==> src/rtl/cbt_pkg.sv <==
package cbt_pkg;
  // Field placement inside the configuration word (fixed by the register format)
  localparam int T2_LSB  = 8;
  localparam int T2_W    = 3;
  localparam int SJW_LSB = 12;
  localparam int SJW_W   = 2;
  localparam int BRP_LSB = 16;
  localparam int BRP_W   = 10;
  localparam int T1_LSB  = 28;
  localparam int T1_W    = 4;
  localparam int CS_W    = 8;
  localparam int T1_MIN  = 4;
  localparam int T2_MIN  = 2;

  typedef enum logic [1:0] {
    SEG_SYNC = 2'd0,
    SEG_T1   = 2'd1,
    SEG_T2   = 2'd2
  } seg_e;

  // Control to datapath strobes
  typedef struct packed {
    logic run;
    logic qClear;
  } ctlStb_t;
endpackage

==> src/rtl/cbt_datapath.sv <==
module cbt_datapath
  import cbt_pkg::*;
#(
  parameter int LEN_W = 5,
  parameter int BYTES = 4
) (
  input  logic                 clk,
  input  logic                 rstN,
  input  logic                 confMode,
  input  logic                 cfgWe,
  input  logic [BYTES-1:0]     cfgBe,
  input  logic [8*BYTES-1:0]   cfgWdata,
  input  ctlStb_t              ctl,
  output logic                 tick,
  output logic [LEN_W-1:0]     qc,
  output logic [LEN_W-1:0]     t1Len,
  output logic [LEN_W-1:0]     t2Len,
  output logic [LEN_W-1:0]     sjwLen,
  output logic [CS_W-1:0]      clkSel
);
  logic [7:0]         cfgByte [BYTES];
  logic [8*BYTES-1:0] cfgWord;
  logic [BRP_W-1:0]   brpM1;
  logic [BRP_W-1:0]   pc;
  logic [LEN_W-1:0]   t1Raw, t2Raw;
  logic               unusedRsvd;

  // Byte 0 (clock select) is writable at any time; timing bytes only in config mode
  for (genvar b = 0; b < BYTES; b++) begin : g_byte
    localparam bit ANYTIME = (b == 0);
    always_ff @(posedge clk or negedge rstN) begin
      if (!rstN) cfgByte[b] <= '0;
      else if (cfgWe && cfgBe[b] && (ANYTIME || confMode))
        cfgByte[b] <= cfgWdata[8*b +: 8];
    end
    assign cfgWord[8*b +: 8] = cfgByte[b];
  end

  assign unusedRsvd = ^{cfgWord[27:26], cfgWord[15:14], cfgWord[11]};
  assign clkSel     = cfgWord[CS_W-1:0];
  assign brpM1      = cfgWord[BRP_LSB +: BRP_W];

  always_comb begin
    t1Raw  = LEN_W'(cfgWord[T1_LSB +: T1_W]) + LEN_W'(1);
    t2Raw  = LEN_W'(cfgWord[T2_LSB +: T2_W]) + LEN_W'(1);
    t1Len  = (t1Raw < LEN_W'(T1_MIN)) ? LEN_W'(T1_MIN) : t1Raw;
    t2Len  = (t2Raw < LEN_W'(T2_MIN)) ? LEN_W'(T2_MIN) : t2Raw;
    sjwLen = LEN_W'(cfgWord[SJW_LSB +: SJW_W]) + LEN_W'(1);
  end

  assign tick = ctl.run && (pc == brpM1);

  always_ff @(posedge clk or negedge rstN) begin
    if (!rstN)                pc <= '0;
    else if (!ctl.run || tick) pc <= '0;
    else                       pc <= pc + BRP_W'(1);
  end

  always_ff @(posedge clk or negedge rstN) begin
    if (!rstN)                     qc <= '0;
    else if (!ctl.run || ctl.qClear) qc <= '0;
    else if (tick)                  qc <= qc + LEN_W'(1);
  end
endmodule

==> src/rtl/cbt_control.sv <==
module cbt_control
  import cbt_pkg::*;
#(
  parameter int LEN_W = 5
) (
  input  logic             clk,
  input  logic             rstN,
  input  logic             confMode,
  input  logic             rxEdge,
  input  logic             tick,
  input  logic [LEN_W-1:0] qc,
  input  logic [LEN_W-1:0] t1Len,
  input  logic [LEN_W-1:0] t2Len,
  input  logic [LEN_W-1:0] sjwLen,
  output ctlStb_t          ctl,
  output logic             sampleStb,
  output logic             bitStb,
  output logic [1:0]       segState
);
  seg_e             seg;
  logic [LEN_W-1:0] t1Cur, t2Cur, t1Eff, t2Eff;
  logic [LEN_W-1:0] e1, ext, e2, shr, t2Sh;
  logic             resyncUsed, edgeOk, endSync, run;

  always_comb begin
    run    = !confMode;
    edgeOk = run && rxEdge && !resyncUsed;
    // first segment: phase error is the quanta elapsed in it, current one included
    e1     = qc + LEN_W'(1);
    ext    = (e1 < sjwLen) ? e1 : sjwLen;
    t1Eff  = t1Cur + ((edgeOk && seg == SEG_T1) ? ext : '0);
    // second segment: phase error is the quanta still to go, current one included
    e2     = t2Cur - qc;
    shr    = (e2 < sjwLen) ? e2 : sjwLen;
    t2Sh   = t2Cur - shr;
    t2Eff  = t2Cur;
    if (edgeOk && seg == SEG_T2) t2Eff = (t2Sh > qc) ? t2Sh : qc + LEN_W'(1);
    endSync   = tick && (seg == SEG_SYNC);
    sampleStb = tick && (seg == SEG_T1) && (qc == t1Eff - LEN_W'(1));
    bitStb    = tick && (seg == SEG_T2) && (qc == t2Eff - LEN_W'(1));
    ctl.run    = run;
    ctl.qClear = endSync || sampleStb || bitStb;
  end

  always_ff @(posedge clk or negedge rstN) begin
    if (!rstN) begin
      seg        <= SEG_SYNC;
      t1Cur      <= LEN_W'(T1_MIN);
      t2Cur      <= LEN_W'(T2_MIN);
      resyncUsed <= 1'b0;
    end else if (!run || bitStb) begin
      seg        <= SEG_SYNC;
      t1Cur      <= t1Len;
      t2Cur      <= t2Len;
      resyncUsed <= 1'b0;
    end else begin
      t1Cur <= t1Eff;
      t2Cur <= t2Eff;
      if (edgeOk)         resyncUsed <= 1'b1;
      if (endSync)        seg <= SEG_T1;
      else if (sampleStb) seg <= SEG_T2;
    end
  end

  assign segState = seg;
endmodule

==> src/rtl/can_bit_timer.sv <==
module can_bit_timer
  import cbt_pkg::*;
(
  input  logic        clk,
  input  logic        rstN,
  input  logic        confMode,
  input  logic        cfgWe,
  input  logic [3:0]  cfgBe,
  input  logic [31:0] cfgWdata,
  input  logic        rxEdge,
  output logic        tqTick,
  output logic        sampleStb,
  output logic        bitStb,
  output logic [1:0]  segState,
  output logic [7:0]  clkSel
);
  localparam int LEN_W = $clog2((1 << T1_W) + (1 << SJW_W) + 1);
  localparam int BYTES = 4;

  ctlStb_t          ctl;
  logic [LEN_W-1:0] qc, t1Len, t2Len, sjwLen;

  cbt_datapath #(.LEN_W(LEN_W), .BYTES(BYTES)) u_dp (
    .clk(clk), .rstN(rstN), .confMode(confMode), .cfgWe(cfgWe), .cfgBe(cfgBe),
    .cfgWdata(cfgWdata), .ctl(ctl), .tick(tqTick), .qc(qc), .t1Len(t1Len),
    .t2Len(t2Len), .sjwLen(sjwLen), .clkSel(clkSel)
  );

  cbt_control #(.LEN_W(LEN_W)) u_ctl (
    .clk(clk), .rstN(rstN), .confMode(confMode), .rxEdge(rxEdge), .tick(tqTick),
    .qc(qc), .t1Len(t1Len), .t2Len(t2Len), .sjwLen(sjwLen), .ctl(ctl),
    .sampleStb(sampleStb), .bitStb(bitStb), .segState(segState)
  );
endmodule

==> config.mk <==
export PLATFORM = sky130hd
export DESIGN_NAME = can_bit_timer
export DESIGN_NICKNAME = d
export VERILOG_FILES = /design/src/rtl/cbt_pkg.sv /design/src/rtl/cbt_datapath.sv /design/src/rtl/cbt_control.sv /design/src/rtl/can_bit_timer.sv
export SDC_FILE = /design/constraint.sdc
export NUM_CORES = 1
export LEC_CHECK = 0
export ABC_AREA = 1
export BUFFER_PORTS_ARGS = -buffer_cell sky130_fd_sc_hd__buf_2
export CAP_MARGIN = 30
export CORE_MARGIN = 8
export CORE_UTILIZATION = 30
export CTS_CLUSTER_SIZE = 12
export DETAILED_ROUTE_END_ITERATION = 8
export SLEW_MARGIN = 40
export SYNTH_ARGS = -nofsm -noshare
export SYNTH_HDL_FRONTEND = slang
export SYNTH_SLANG_ARGS = --single-unit
==> constraint.sdc <==
create_clock -name clk -period 15.8 [get_ports clk]
set_input_delay 0.79 -clock clk [delete_from_list [all_inputs] [get_ports clk]]
set_output_delay 0.79 -clock clk [all_outputs]
set_load 0.1 [all_outputs]
# Yosys cells after proc, flatten, opt, wreduce, memory -nomap -nowiden
# Cells that the tools add are included.
[op_classes]
n_reduce_logical = 28
n_mux = 17
n_eq_ne = 5
order_cmp = 5
addsub = 10
[ops]
columns = ["op", "n"]
rows = [
  ["two-way mux 5 bit", 11],
  ["logical AND 1 bit", 17],
  ["adder 10 x 1 -> 10 bit, second input constant", 1],
  ["equality test 10 bit", 1],
  ["equality test 5 bit", 2],
  ["< comparator 5 x 3 -> 1 bit", 2],
  ["two-way mux 10 bit", 1],
  ["subtractor 5 x 1 -> 5 bit, second input constant", 2],
  ["subtractor 5 bit", 2],
  ["two-way mux 2 bit", 3],
  ["adder 4 x 1 -> 5 bit, second input constant", 1],
  ["adder 5 x 1 -> 5 bit, second input constant", 1],
  ["adder 5 bit", 1],
  ["greater-than comparator 5 bit", 1],
  ["logical OR 1 bit", 5],
  ["< comparator 5 x 2 -> 1 bit, second input constant", 1],
  ["< comparator 5 x 3 -> 1 bit, second input constant", 1],
  ["adder 3 x 1 -> 4 bit, second input constant", 1],
  ["nonzero test 2 bit", 2],
  ["adder 2 x 1 -> 3 bit, second input constant", 1],
  ["nonzero test 3 bit", 1],
  ["equality test 2 x 1 -> 1 bit, second input constant", 1],
  ["equality test 2 bit, second input constant", 1],
  ["logical NOT 1 bit", 2],
  ["other kinds (2)", 3],
]
[totals]
register_bits = 58
inputBits = 41

# Longest topological paths before layout
# Gate-level depths: netlist of the first run.
[logic_depth]
ltp_word = 13
mapped_depth = 39
mapped_depth_nobuf = 38

# Hierarchy
# Synthesis of the first run repeated with hierarchy kept, for this count alone.
[hier_totals]
hier_cells = 568
hier_area_um2 = 4399.2
[by_module_without_submodules]
columns = ["mod", "n_inst", "area_per_inst_um2", "cells_per_inst", "seq_area_each_um2"]
rows = [
  ["cbt_datapath", 1, 2303.5, 248, 1051.0],
  ["cbt_control", 1, 2095.8, 320, 327.8],
]

# Worst setup path after synthesis of the first run
# No wires, ideal clock.
[synth_timing]
path_type = "register to output"
start = "reg u_dp.qc[0]"
end = "out bitStb"
required_time_ns = 15.010
arrival_time_ns = 5.500
path_buffers = 0
path_slack_ns = 9.510
stages_incl_launch_ff = 35
path_cell_list = "dfrtp_1 -> ha_1 -> inv_1 -> fa_1 -> ha_1 -> a21o_1 -> a21oi_1 -> nand3_1 -> nand2_1 -> o21ai_0 -> ha_1 -> fa_1 -> nand3b_1 -> nand3_1 -> nand2_1 -> ha_1 -> nand2_1 -> nor2_1 -> nand2_1 -> nand3_2 -> nand2_2 -> nand2_1 -> nand3_1 -> o21ai_1 -> inv_1 -> ha_1 -> or2_2 -> nand3_1 -> nor2_1 -> nand2_1 -> nor2_1 -> nand2_1 -> nor2_1 -> nand2_2 -> inv_1"
[synth_via]
elab_chain_len = 10
[synth_rtl]
columns = ["element", "line_no", "source"]
rows = [
  ["start: declaration", "cbt_datapath.sv:15", "output logic [LEN_W-1:0] qc,"],
  ["start signal: assignment", "cbt_datapath.sv:62", "else if (tick) qc <= qc + LEN_W'(1);"],
  ["subtractor 5 bit", "cbt_control.sv:33", "e2 = t2Cur - qc;"],
  ["< comparator 5 x 3 -> 1 bit", "cbt_control.sv:34", "shr = (e2 < sjwLen) ? e2 : sjwLen;"],
  ["two-way mux 5 bit", "cbt_control.sv:34", ""],
  ["subtractor 5 bit", "cbt_control.sv:35", "t2Sh = t2Cur - shr;"],
  ["greater-than comparator 5 bit", "cbt_control.sv:37", "if (edgeOk && seg == SEG_T2) t2Eff = (t2Sh > qc) ? t2Sh : qc + LEN_W'(1);"],
  ["two-way mux 5 bit (2 in a row)", "cbt_control.sv:37", ""],
  ["subtractor 5 x 1 -> 5 bit", "cbt_control.sv:40", "bitStb = tick && (seg == SEG_T2) && (qc == t2Eff - LEN_W'(1));"],
  ["equality test 5 bit *", "cbt_control.sv:40", ""],
  ["logical AND 1 bit *", "cbt_control.sv:40", ""],
  ["end: declaration", "can_bit_timer.sv:13", "output logic bitStb,"],
]
# Mark *: on every way between the ends. The rest lies on a longest branch, timed or not.

# Worst setup path in the final report of the first run
# Same ends and word-level chain as after synthesis.

==> results of run 1 <==
## flip-flops by register name, indices dropped and copies added, names as in the netlist
signal	cells
u_dp.brpM1	10
u_dp.pc	10
u_dp.cfgByte	9
u_dp.clkSel	8
u_ctl.t1Cur	5
u_ctl.t2Cur	5
u_dp.qc	5
u_ctl.segState	2
u_ctl.resyncUsed	1
## routing by layer
layer,share of wire,global-route usage
met4,0.0092,0.0217
met3,0.043,0.0216
met2,0.48,0.180
met5,0,0
met1,0.46,0.126
## placed cells by master (no fill, tap or decap), drive strengths merged, types with 3 or more instances in the layout
| cell | instances |
|---|---|
| nor3b | 6 |
| nor3 | 4 |
| ha | 28 |
| inv | 47 |
| nand4 | 3 |
| mux2 | 24 |
| o21ai | 21 |
| xor2 | 11 |
| dfrtp | 53 |
| fa | 3 |
| clkbuf | 5 |
| nand3 | 49 |
| a211oi | 3 |
| or2 | 5 |
| nor2 | 42 |
| nand2 | 88 |
| buf | 49 |
| xnor2 | 16 |
| a21oi | 17 |
| nand3b | 3 |
## cell type report
class,instances,area (um2),area share
repair buffers,49,248,0.0580
clock inverters,2,37.5,0.00878
inverters,47,176,0.0413
clock buffers,5,125,0.0293
flip-flops and latches,55,1380,0.323
well taps,172,215,0.0504
multi-input cells,332,2090,0.490
## final timing paths
path,startpoint,to,slack [ps],cells after the start
max in group asynchronous,rstN,u_dp.qc[2],14710,2
min in group asynchronous,rstN,u_dp.clkSel[7],620,2
max reg2reg,u_dp.qc[0],u_ctl.t2Cur[2],9550,36
min reg2reg,u_dp.pc[0],u_dp.pc[0],500,1
min,u_dp.pc[0],u_dp.pc[0],500,1
max,u_dp.qc[0],bitStb,8590,35
## through the flow
step           hold slack (ps)  utilization  area (um2)
6_report                   504        0.344        4270
5_1_grt                    527        0.344        4270
4_1_cts                    510        0.344        4270
3_5_place_dp               492        0.331        4110
3_3_place_gp               485        0.331        4110
2_1_floorplan              473            -        3750
## cell families after synthesis
| kind of cell | synth area share |
|---|---|
| xor+xnor | 0.0631 |
| simple gates | 0.241 |
| flops | 0.368 |
| buf+inv | 0.0744 |
| mux | 0.0721 |
| compound gates | 0.0701 |
| fa+ha+maj | 0.109 |
| other cells | 0.00200 |
## worst register-to-register path, delay by kind of cell (launching register included)
family | cells | cell delay [ps]
buffers and inverters | 2 | 180
DFF | 1 | 590
and+or+nand+nor | 22 | 2520
AOI/OAI and AO/OA | 5 | 640
adders and majority gates | 7 | 2230
## power breakdown
| part | switching [W] | internal [W] |
|---|---|---|
| sequential | 0.0000137 | 0.000161 |
| combinational | 0.000160 | 0.0000997 |
| clock | 0.0000481 | 0.0000739 |
| total | 0.000222 | 0.000335 |
==> summary.md, run 1 <==
| Metric | Value |
|---|---|
| Status | `complete, no violations` |
| Overall global routing resource usage | `0.102` |
| Full die area | `approximately 16000 um2` |
| Number of buffers created by CTS | `5` |
| Setup fix buffers added after clock tree synthesis | `0` |
| Hold WC Path Type | `reg -> reg` |
| Most numerous cell in the Yosys netlist | `sky130_fd_sc_hd__nand2_1` |
| Worst Tran Pin Value | `about 700 ps` |
| Fraction of synthesis flops using an asynchronous set or reset pin | `1.00` |
| Via-per-instance ratio | `about 4.5` |
| CTS tree | `yes` |
| Number of endpoints failing setup at the final stage | `0` |
| Number of antenna violations at the first check in global routing | `0` |
| Placed instance count | `about 660` |
| Top FF cell, synth | `sky130_fd_sc_hd__dfrtp_1` |
| Clock net sink count | `between 50 and 60` |
| Data arrival, critical path | `approximately 6400 ps` |
| Clock root buffer | `sky130_fd_sc_hd__clkbuf_16` |
| Hold buffer count at CTS | `0` |
| Number of top-level design ports | `54` |
| Ratio of total power to cell area | `approximately 130 nW/um2` |
| IO Port Bufs | `48` |
| Layout Skew | `slightly above 4 ps` |
| CTS-repair resized insts | `0` |
| Crit path max-delay family | `adder cells` |
| Count of unresolved DRC violations after routing | `0` |
| Type of element capturing the critical path | `output pin` |
| Last weighted congestion value of the routability-driven placer | `slightly below 0.9` |
| Initial standard-cell utilization of the core | `0.302` |
| Final wirelength | `just over 8000 um` |
| Floorplan die width | `about 130 um` |
| Mapped Avg Cell Area | `8.39 um2` |
| Netlist area before placement | `about 3700 um2` |
| Ratio of cells with drive above 1 in the final layout | `0.194` |
| Post-synth top area cell | `sky130_fd_sc_hd__dfrtp_1` |
| Number of global-route vias before repair | `3045` |
| Fill cell instance count of the final layout | `1339` |
| Total inserted antenna cells | `0` |
| Shortest period the worst path allows | `between 7000 and 8000 ps` |
| Critical path peak fanout | `9` |
| # nets final | `about 560` |
| Post-synthesis to final-layout area growth | `13.9%` |
| Yosys cell types | `38` |
| Crit path buffers/inverters | `4` |
| Std-Cell Rows | `41` |
| Gate count after technology mapping | `about 450` |
| First-pass GRT wire length | `~14000 um` |
| Cell at the slowest stage of the critical path | `sky130_fd_sc_hd__dfrtp_1` |
| Overflow left after global routing | `0` |
| Peak Freq | `around 140 MHz` |
| Highest ir drop seen on vdd | `between 0.06 and 0.07 mV` |
| Number of pins exceeding their max-slew limit in the final report | `0` |
| Detailed Routing Iterations Pass 1 | `4` |
| Number of warnings printed during yosys synthesis | `0` |
| Violation count after the first detailed-routing iteration | `approximately 90` |
| Largest stage delay, worst path | `590 ps` |
| Post-DP HPWL | `between 6000 and 7000 um` |
| Final worst setup slack | `about 8600 ps` |
| Number of vias after detailed routing | `roughly 3.0k` |
| Setup repair after global routing missed its margin | `false` |
| Path type of the worst setup path | `reg -> out` |
| Buffers from clock root to sink, at most | `2` |
| Leading post-synthesis cells by cell area | `sky130_fd_sc_hd__dfrtp_1, sky130_fd_sc_hd__ha_1, sky130_fd_sc_hd__nand2_1, sky130_fd_sc_hd__mux2_2, sky130_fd_sc_hd__nand3_1` |
| Core box area | `around 12000 um2` |
| Clock latency on the worst-skew pair | `~290 ps` |
| Die span in y | `about 130 um` |
| Post-synthesis sequential area ratio | `0.368` |
| Final-report hold violation count | `0` |
| Area share of the leading cell type in the synthesized netlist | `0.354` |
| Final cell count without fillers | `between 600 and 700` |
| Worst setup SP type | `flip-flop` |
| Most used standard cells in the synthesized netlist | `sky130_fd_sc_hd__nand2_1, sky130_fd_sc_hd__dfrtp_1, sky130_fd_sc_hd__nand3_1, sky130_fd_sc_hd__inv_1, sky130_fd_sc_hd__nor2_1` |
| Critical Path RT | `~15000 ps` |
| Max-slew headroom | `0.536` |
| Clk slew on worst S/H paths | `70 ps` |
| Leakage | `about 2.1 nW` |
| Wirelength per Cell | `~12 um` |
| CTS H-tree lvls | `2` |
| Reported max-cap violation count | `0` |
| Pin count of the biggest net entering global routing | `between 50 and 60` |
| Final Cycle Share | `0.457` |
| DP Worst Slack | `~8900 ps` |
| Critical path's most frequent cell | `sky130_fd_sc_hd__nand2_1` |
| Accumulated negative setup slack | `0 ps` |
| Number of flops mapped to enable cells by yosys | `0` |
| Total design power | `about 0.00056 W` |
| Number of flip-flops and latches in the synthesized netlist | `55` |
| Remaining antenna violation count | `0` |
| Number of nets in the synthesized netlist | `approximately 520` |
No activity file was read; power rests on OpenSTA's default activity.
==> inputs of run 2 (changes only) <==
==> constraint.sdc (replaced) <==
create_clock -name clk -period 7.4 [get_ports clk]
set_input_delay 0.37 -clock clk [delete_from_list [all_inputs] [get_ports clk]]
set_output_delay 0.37 -clock clk [all_outputs]
set_load 0.1 [all_outputs]
==> run 2 against run 1 <==
  * Largest cell class unchanged
  * Combinational power is 110% higher
  * Routed wire length is 2.3% higher
  * Count of clock-buffer cells in the layout is 1 higher
  * Total power is 120% higher
==> summary.md, run 2 (synthesis results as in run 1) <==
| Metric | Value |
|---|---|
| Status | `complete, no violations` |
| Worst Tran Pin Value | `around 700 ps` |
| Clock root buffer | `sky130_fd_sc_hd__clkbuf_16` |
| Fill cell instance count of the final layout | `between 1k and 1.5k` |
| Type of element capturing the critical path | `output pin` |
| Number of pins exceeding their max-slew limit in the final report | `0` |
| Final Cycle Share | `0.901` |
| Crit path buffers/inverters | `4` |
| Worst setup SP type | `flip-flop` |
| Worst R2R Path Depth | `36` |
| # nets final | `562` |
| Detailed Routing Iterations Pass 1 | `4` |
| Most frequent standard cell in the layout excluding fill and tap cells | `sky130_fd_sc_hd__nand2_1` |
| Clk slew on worst S/H paths | `~70 ps` |
| Count of unresolved DRC violations after routing | `0` |
| Setup repair after global routing missed its margin | `false` |
| Crit. path cell count | `35` |
| First-pass GRT wire length | `approximately 15000 um` |
| Via-per-instance ratio | `about 4.6` |
| Shortest period the worst path allows | `roughly 6700 ps` |
| Core box area | `12400 um2` |
| Std-Cell Rows | `about 40` |
| Number of buffers created by CTS | `5` |
| Wirelength per Cell | `between 10 and 15 um` |
| Clock net sink count | `between 50 and 60` |
| Full die area | `16300 um2` |
| Post-layout instance area | `between 4000 and 5000 um2` |
| Post-synthesis to final-layout area growth | `14.7%` |
| Number of vias after detailed routing | `about 3k` |
| Critical path's most frequent cell | `sky130_fd_sc_hd__nand2_1` |
| Utilization after layout | `0.347` |
| CTS tree | `yes` |
| Floorplan die width | `128 um` |
| Cell at the slowest stage of the critical path | `sky130_fd_sc_hd__dfrtp_1` |
| Buffers from clock root to sink, at most | `2` |
| Violation count after the first detailed-routing iteration | `around 130` |
| Commonest cells after routing, fill and taps aside | `sky130_fd_sc_hd__nand2_1, sky130_fd_sc_hd__dfrtp_1, sky130_fd_sc_hd__nand3_1` |
| Crit path max-delay family | `adder cells` |
| Ratio of total power to cell area | `about 290 nW/um2` |
| Fin Hold WS | `202 ps` |
| Placed standard-cell area | `just over 4000 um2` |
| Largest stage delay, worst path | `roughly 530 ps` |
| Max-slew headroom | `0.535` |
| Layout Skew | `5.16 ps` |
| Data arrival, critical path | `about 6300 ps` |
| Number of global-route vias before repair | `roughly 3.2k` |
| Hold WC Path Type | `in -> async` |
| Leakage | `around 2.1 nW` |
| Number of top-level design ports | `between 50 and 60` |
| Ratio of cells with drive above 1 in the final layout | `0.193` |
| Final cell count without fillers | `between 600 and 700` |
| Remaining antenna violation count | `0` |
| Setup fix buffers added after clock tree synthesis | `0` |
| CTS H-tree lvls | `2` |
| Final wirelength | `8350 um` |
| Post-DP HPWL | `6630 um` |
| Final-report hold violation count | `0` |
| Pin count of the biggest net entering global routing | `56` |
| Initial standard-cell utilization of the core | `0.302` |
| Overflow left after global routing | `0` |
| IO Port Bufs | `48` |
| Peak Freq | `around 150 MHz` |
| Path type of the worst setup path | `reg -> out` |
| Accumulated negative setup slack | `0 ps` |
| Reported max-cap violation count | `0` |
| Total inserted antenna cells | `0` |
| Die span in y | `128 um` |
| Critical Path RT | `roughly 7000 ps` |
| Placed instance count | `655` |
| Critical path peak fanout | `9` |
| Last weighted congestion value of the routability-driven placer | `0.876` |
| Highest ir drop seen on vdd | `around 0.12 mV` |
| Clock latency on the worst-skew pair | `between 200 and 300 ps` |
| Number of antenna violations at the first check in global routing | `0` |
| Number of endpoints failing setup at the final stage | `0` |
| Overall global routing resource usage | `0.108` |
==> run 2: changes by cell type in the layout (fill, tap and decap cells not counted), sizes merged <==
cell      delta
clkbuf       +2
buf          -1
clkinvlp     -1
bufinv       +1
==> run 2: timing repair <==
action                                  CTS  global route
endpoints found under the setup margin    0             1
hold buffers                              0             0
resized for setup                         0             1
==> run 2: worst register-to-register path: cells and delay by family, from the launching register on <==
family	cells	cell delay (ps)
adder cells (fa/ha/maj)	7	2260
flip-flops	1	530
AO/OA/AOI/OAI	5	620
AND/OR/NAND/NOR	22	2470
buffers and inverters	2	200
==> run 2: through the flow <==
step / power (W) / setup slack [ps]
6_report: 0.00123 / 736
5_1_grt: 0.00134 / 80.3
4_1_cts: 0.00124 / 613
3_5_place_dp: 0.000933 / 945
3_3_place_gp: 0.000914 / 1040
2_1_floorplan: 0.000826 / 1530
==> run 2: area by class of cell <==
cell class | instances | area, um2 | area share
clock buffers | 6 | 129 | 0.0300
clock inverters | 2 | 60.1 | 0.0140
inverters | 47 | 176 | 0.0410
multi-input cells | 332 | 2090 | 0.486
flip-flops and latches | 55 | 1380 | 0.321
well taps | 172 | 215 | 0.0500
repair buffers | 49 | 250 | 0.0582
==> run 2: final timing paths <==
kind | start | end | slack [ps]
min in group clk | cfgWdata[1] | u_dp.clkSel[1] | 300
worst max register to register | u_dp.qc[0] | u_ctl.t2Cur[3] | 1180
worst max-delay path | u_dp.qc[0] | bitStb | 740
max in group asynchronous | rstN | u_dp.qc[1] | 6730
worst min register to register | u_dp.clkSel[1] | u_dp.clkSel[1] | 500
worst min-delay path | rstN | u_dp.clkSel[1] | 200
==> run 2: routing by layer <==
metal  global-route usage  vias up  part of all wire
li1                     -     1547                 -
met1                0.133     1420              0.45
met4               0.0203        0             0.013
met3               0.0245       12             0.051
met2                0.187       77              0.49
met5                    0        -                 0
==> run 2: report_power, final <==
group / internal, W / leakage [nW] / switching [W] / total, W
Clock: 0.000194 / 0.0911 / 0.000106 / 0.000300
Combinational: 0.000212 / 1.33 / 0.000340 / 0.000552
Sequential: 0.000344 / 0.686 / 0.0000302 / 0.000374
Total: 0.000750 / 2.11 / 0.000477 / 0.00123
==> inputs of run 3 (changes only) <==
--- a/config.mk
+++ b/config.mk
@@ -8,7 +8,6 @@
 export ABC_AREA = 1
 export BUFFER_PORTS_ARGS = -buffer_cell sky130_fd_sc_hd__buf_2
 export CAP_MARGIN = 30
-export CORE_MARGIN = 8
 export CORE_UTILIZATION = 30
 export CTS_CLUSTER_SIZE = 12
 export DETAILED_ROUTE_END_ITERATION = 8
==> run 3 against run 2 <==
  * Non-clock buffer count stayed put
  * Combinational power grew 1%
  * Largest cell class unchanged
  * Global-route usage up 2.7 points
  * Worst hold slack gained 9.2 ps
  * Critical endpoint unchanged
  * Count of clock-buffer cells in the layout stayed put
  * Highest routed layer unchanged
==> summary.md, run 3 (synthesis results as in run 1) <==
| Metric | Value |
|---|---|
| Status | `complete, no violations` |
| Count of unresolved DRC violations after routing | `0` |
| R2R Setup Slk | `about 1200 ps` |
| Ratio of total power to cell area | `between 200 and 300 nW/um2` |
| Final wirelength | `around 8100 um` |
| Setup fix buffers added after clock tree synthesis | `0` |
| Number of antenna violations at the first check in global routing | `0` |
| Global-route met2 utilization | `0.242` |
| Final Cycle Share | `0.916` |
| Internal Dissipation | `approximately 0.00068 W` |
| Highest ir drop seen on vdd | `0.150 mV` |
| Reported max-cap violation count | `0` |
| Number of buffers created by CTS | `5` |
| Path type of the worst setup path | `reg -> out` |
| Number of top-level design ports | `54` |
| Last weighted congestion value of the routability-driven placer | `around 0.87` |
| Worst setup SP type | `flip-flop` |
| Shortest period the worst path allows | `between 6000 and 7000 ps` |
| Data arrival, critical path | `between 6000 and 7000 ps` |
| Critical path peak fanout | `9` |
| First-pass GRT wire length | `about 14000 um` |
| Hold buffer count at CTS | `0` |
| Routing usage on met3 | `0.0159` |
| Final-report hold violation count | `0` |
| Largest stage delay, worst path | `520 ps` |
| # nets final | `562` |
| Critical path's most frequent cell | `sky130_fd_sc_hd__nand2_1` |
| Overall global routing resource usage | `0.135` |
| Most frequent standard cell in the layout excluding fill and tap cells | `sky130_fd_sc_hd__nand2_1` |
| Setup repair after global routing missed its margin | `false` |
| Max-slew headroom | `0.532` |
| Fin Hold WS | `between 200 and 250 ps` |
| CTS-repair resized insts | `0` |
| CTS H-tree lvls | `2` |
| Number of endpoints failing setup at the final stage | `0` |
| CTS tree | `yes` |
| Post-synthesis to final-layout area growth | `13.3%` |
| Detailed Routing Iterations Pass 1 | `4` |
| Commonest cells after routing, fill and taps aside | `sky130_fd_sc_hd__nand2_1, sky130_fd_sc_hd__dfrtp_1, sky130_fd_sc_hd__nand3_1, sky130_fd_sc_hd__buf_2, sky130_fd_sc_hd__inv_1` |
| Via-per-instance ratio | `4.60` |
| Hold WC Path Type | `in -> async` |
| Worst Tran Pin Value | `~700 ps` |
| Switching part of the total | `0.417` |
| Number of global-route vias before repair | `between 3k and 4k` |
| Ratio of cells with drive above 1 in the final layout | `0.193` |
| Worst r2r src | `u_dp.qc[0]` |
| Overflow left after global routing | `0` |
| Wirelength per Cell | `between 10 and 15 um` |
| Remaining antenna violation count | `0` |
| Number of vias after detailed routing | `3030` |
| Peak Freq | `roughly 150 MHz` |
| Post-DP HPWL | `~6500 um` |
| Full die area | `around 13000 um2` |
| Area taken by multi-input logic gates | `about 2100 um2` |
| Register area | `roughly 1400 um2` |
| Clock root buffer | `sky130_fd_sc_hd__clkbuf_16` |
| Initial standard-cell utilization of the core | `0.310` |
| Relative contribution of the clock network to total power | `0.203` |
| Floorplan die width | `114 um` |
| Fill cell instance count of the final layout | `approximately 1.3k` |
| Buffers from clock root to sink, at most | `2` |
| Cell at the slowest stage of the critical path | `sky130_fd_sc_hd__dfrtp_1` |
| Layout Skew | `11.5 ps` |
| Worst R2R Path Depth | `36` |
| Clock latency on the worst-skew pair | `roughly 290 ps` |
| Pin count of the biggest net entering global routing | `56` |
| Violation count after the first detailed-routing iteration | `between 90 and 100` |
| GRT met1 Usage | `0.173` |
| Clk slew on worst S/H paths | `~70 ps` |
| Clock net sink count | `55` |
| Number of pins exceeding their max-slew limit in the final report | `0` |
| Total inserted antenna cells | `0` |
| Proportion of power drawn by flip-flops and latches | `0.319` |
| Critical Path RT | `between 7000 and 8000 ps` |
| Core box area | `between 10000 and 15000 um2` |
| Share of power burned in combinational logic | `0.477` |
| Net switching component of the power | `roughly 0.0005 W` |
| IO Port Bufs | `48` |
| Busiest layer in global routing | `met2` |
| Leakage | `2.09 nW` |
| Die span in y | `114 um` |
| Std-Cell Rows | `40` |
| Type of element capturing the critical path | `output pin` |
| R2r endpoint | `u_ctl.t2Cur[3]` |
| Accumulated negative setup slack | `0 ps` |
[run 3: cell type report]
type / instances / area share
Clock buffer: 6 / 0.0303
Clock inverter: 2 / 0.00383
Inverter: 47 / 0.0415
Multi-Input combinational cell: 332 / 0.492
Sequential cell: 55 / 0.324
Tap cell: 168 / 0.0495
Timing Repair Buffer: 49 / 0.0583
[run 3: metrics by stage]
step	total power, W	cell area (um2)	cells	util	worst slack [ps]
CTS	0.00118	4250	659	0.351	623
floorplan	0.000826	3750	447	-	1530
detailed placement	0.000937	4110	651	0.339	947
global route	0.00127	4250	659	0.351	106
finish	0.00117	4250	659	0.351	618
global placement	0.000914	4110	651	0.339	1070
[run 3: worst max-delay path by stage]
stage	startpoint	end	slack, ps	cells after the start
2_1_floorplan	u_dp.qc[0]	bitStb	1530	34
3_3_place_gp	u_dp.qc[0]	bitStb	1070	35
3_5_place_dp	u_dp.qc[0]	bitStb	950	35
4_1_cts	u_dp.qc[0]	bitStb	620	35
5_1_grt	u_dp.qc[0]	bitStb	110	35
6_report	u_dp.qc[0]	bitStb	620	35
[run 3: power by group through the flow]
stage               Clock [W]  Combinational, W  Sequential (W)
floorplan                   0          0.000455        0.000371
global placement            0          0.000537        0.000378
detailed placement          0          0.000557        0.000380
CTS                  0.000243          0.000560        0.000374
global route         0.000254          0.000641        0.000379
finish               0.000238          0.000558        0.000374
[run 3: critical path, delay by kind of cell (launching register included)]
| kind | cells | cell delay (ps) |
|---|---|---|
| AO/OA/AOI/OAI | 4 | 570 |
| adder cells (fa/ha/maj) | 7 | 2250 |
| AND/OR/NAND/NOR | 20 | 2110 |
| flip-flops | 1 | 520 |
| buffers and inverters | 4 | 680 |
[run 3: layer usage]
metal  up-vias  share of wire  wire length [um]
met5         -              0                 0
met4         0          0.012                98
met3        10          0.037               299
met2        64           0.48              3920
met1      1406           0.47              3820
li1       1550              -                 -
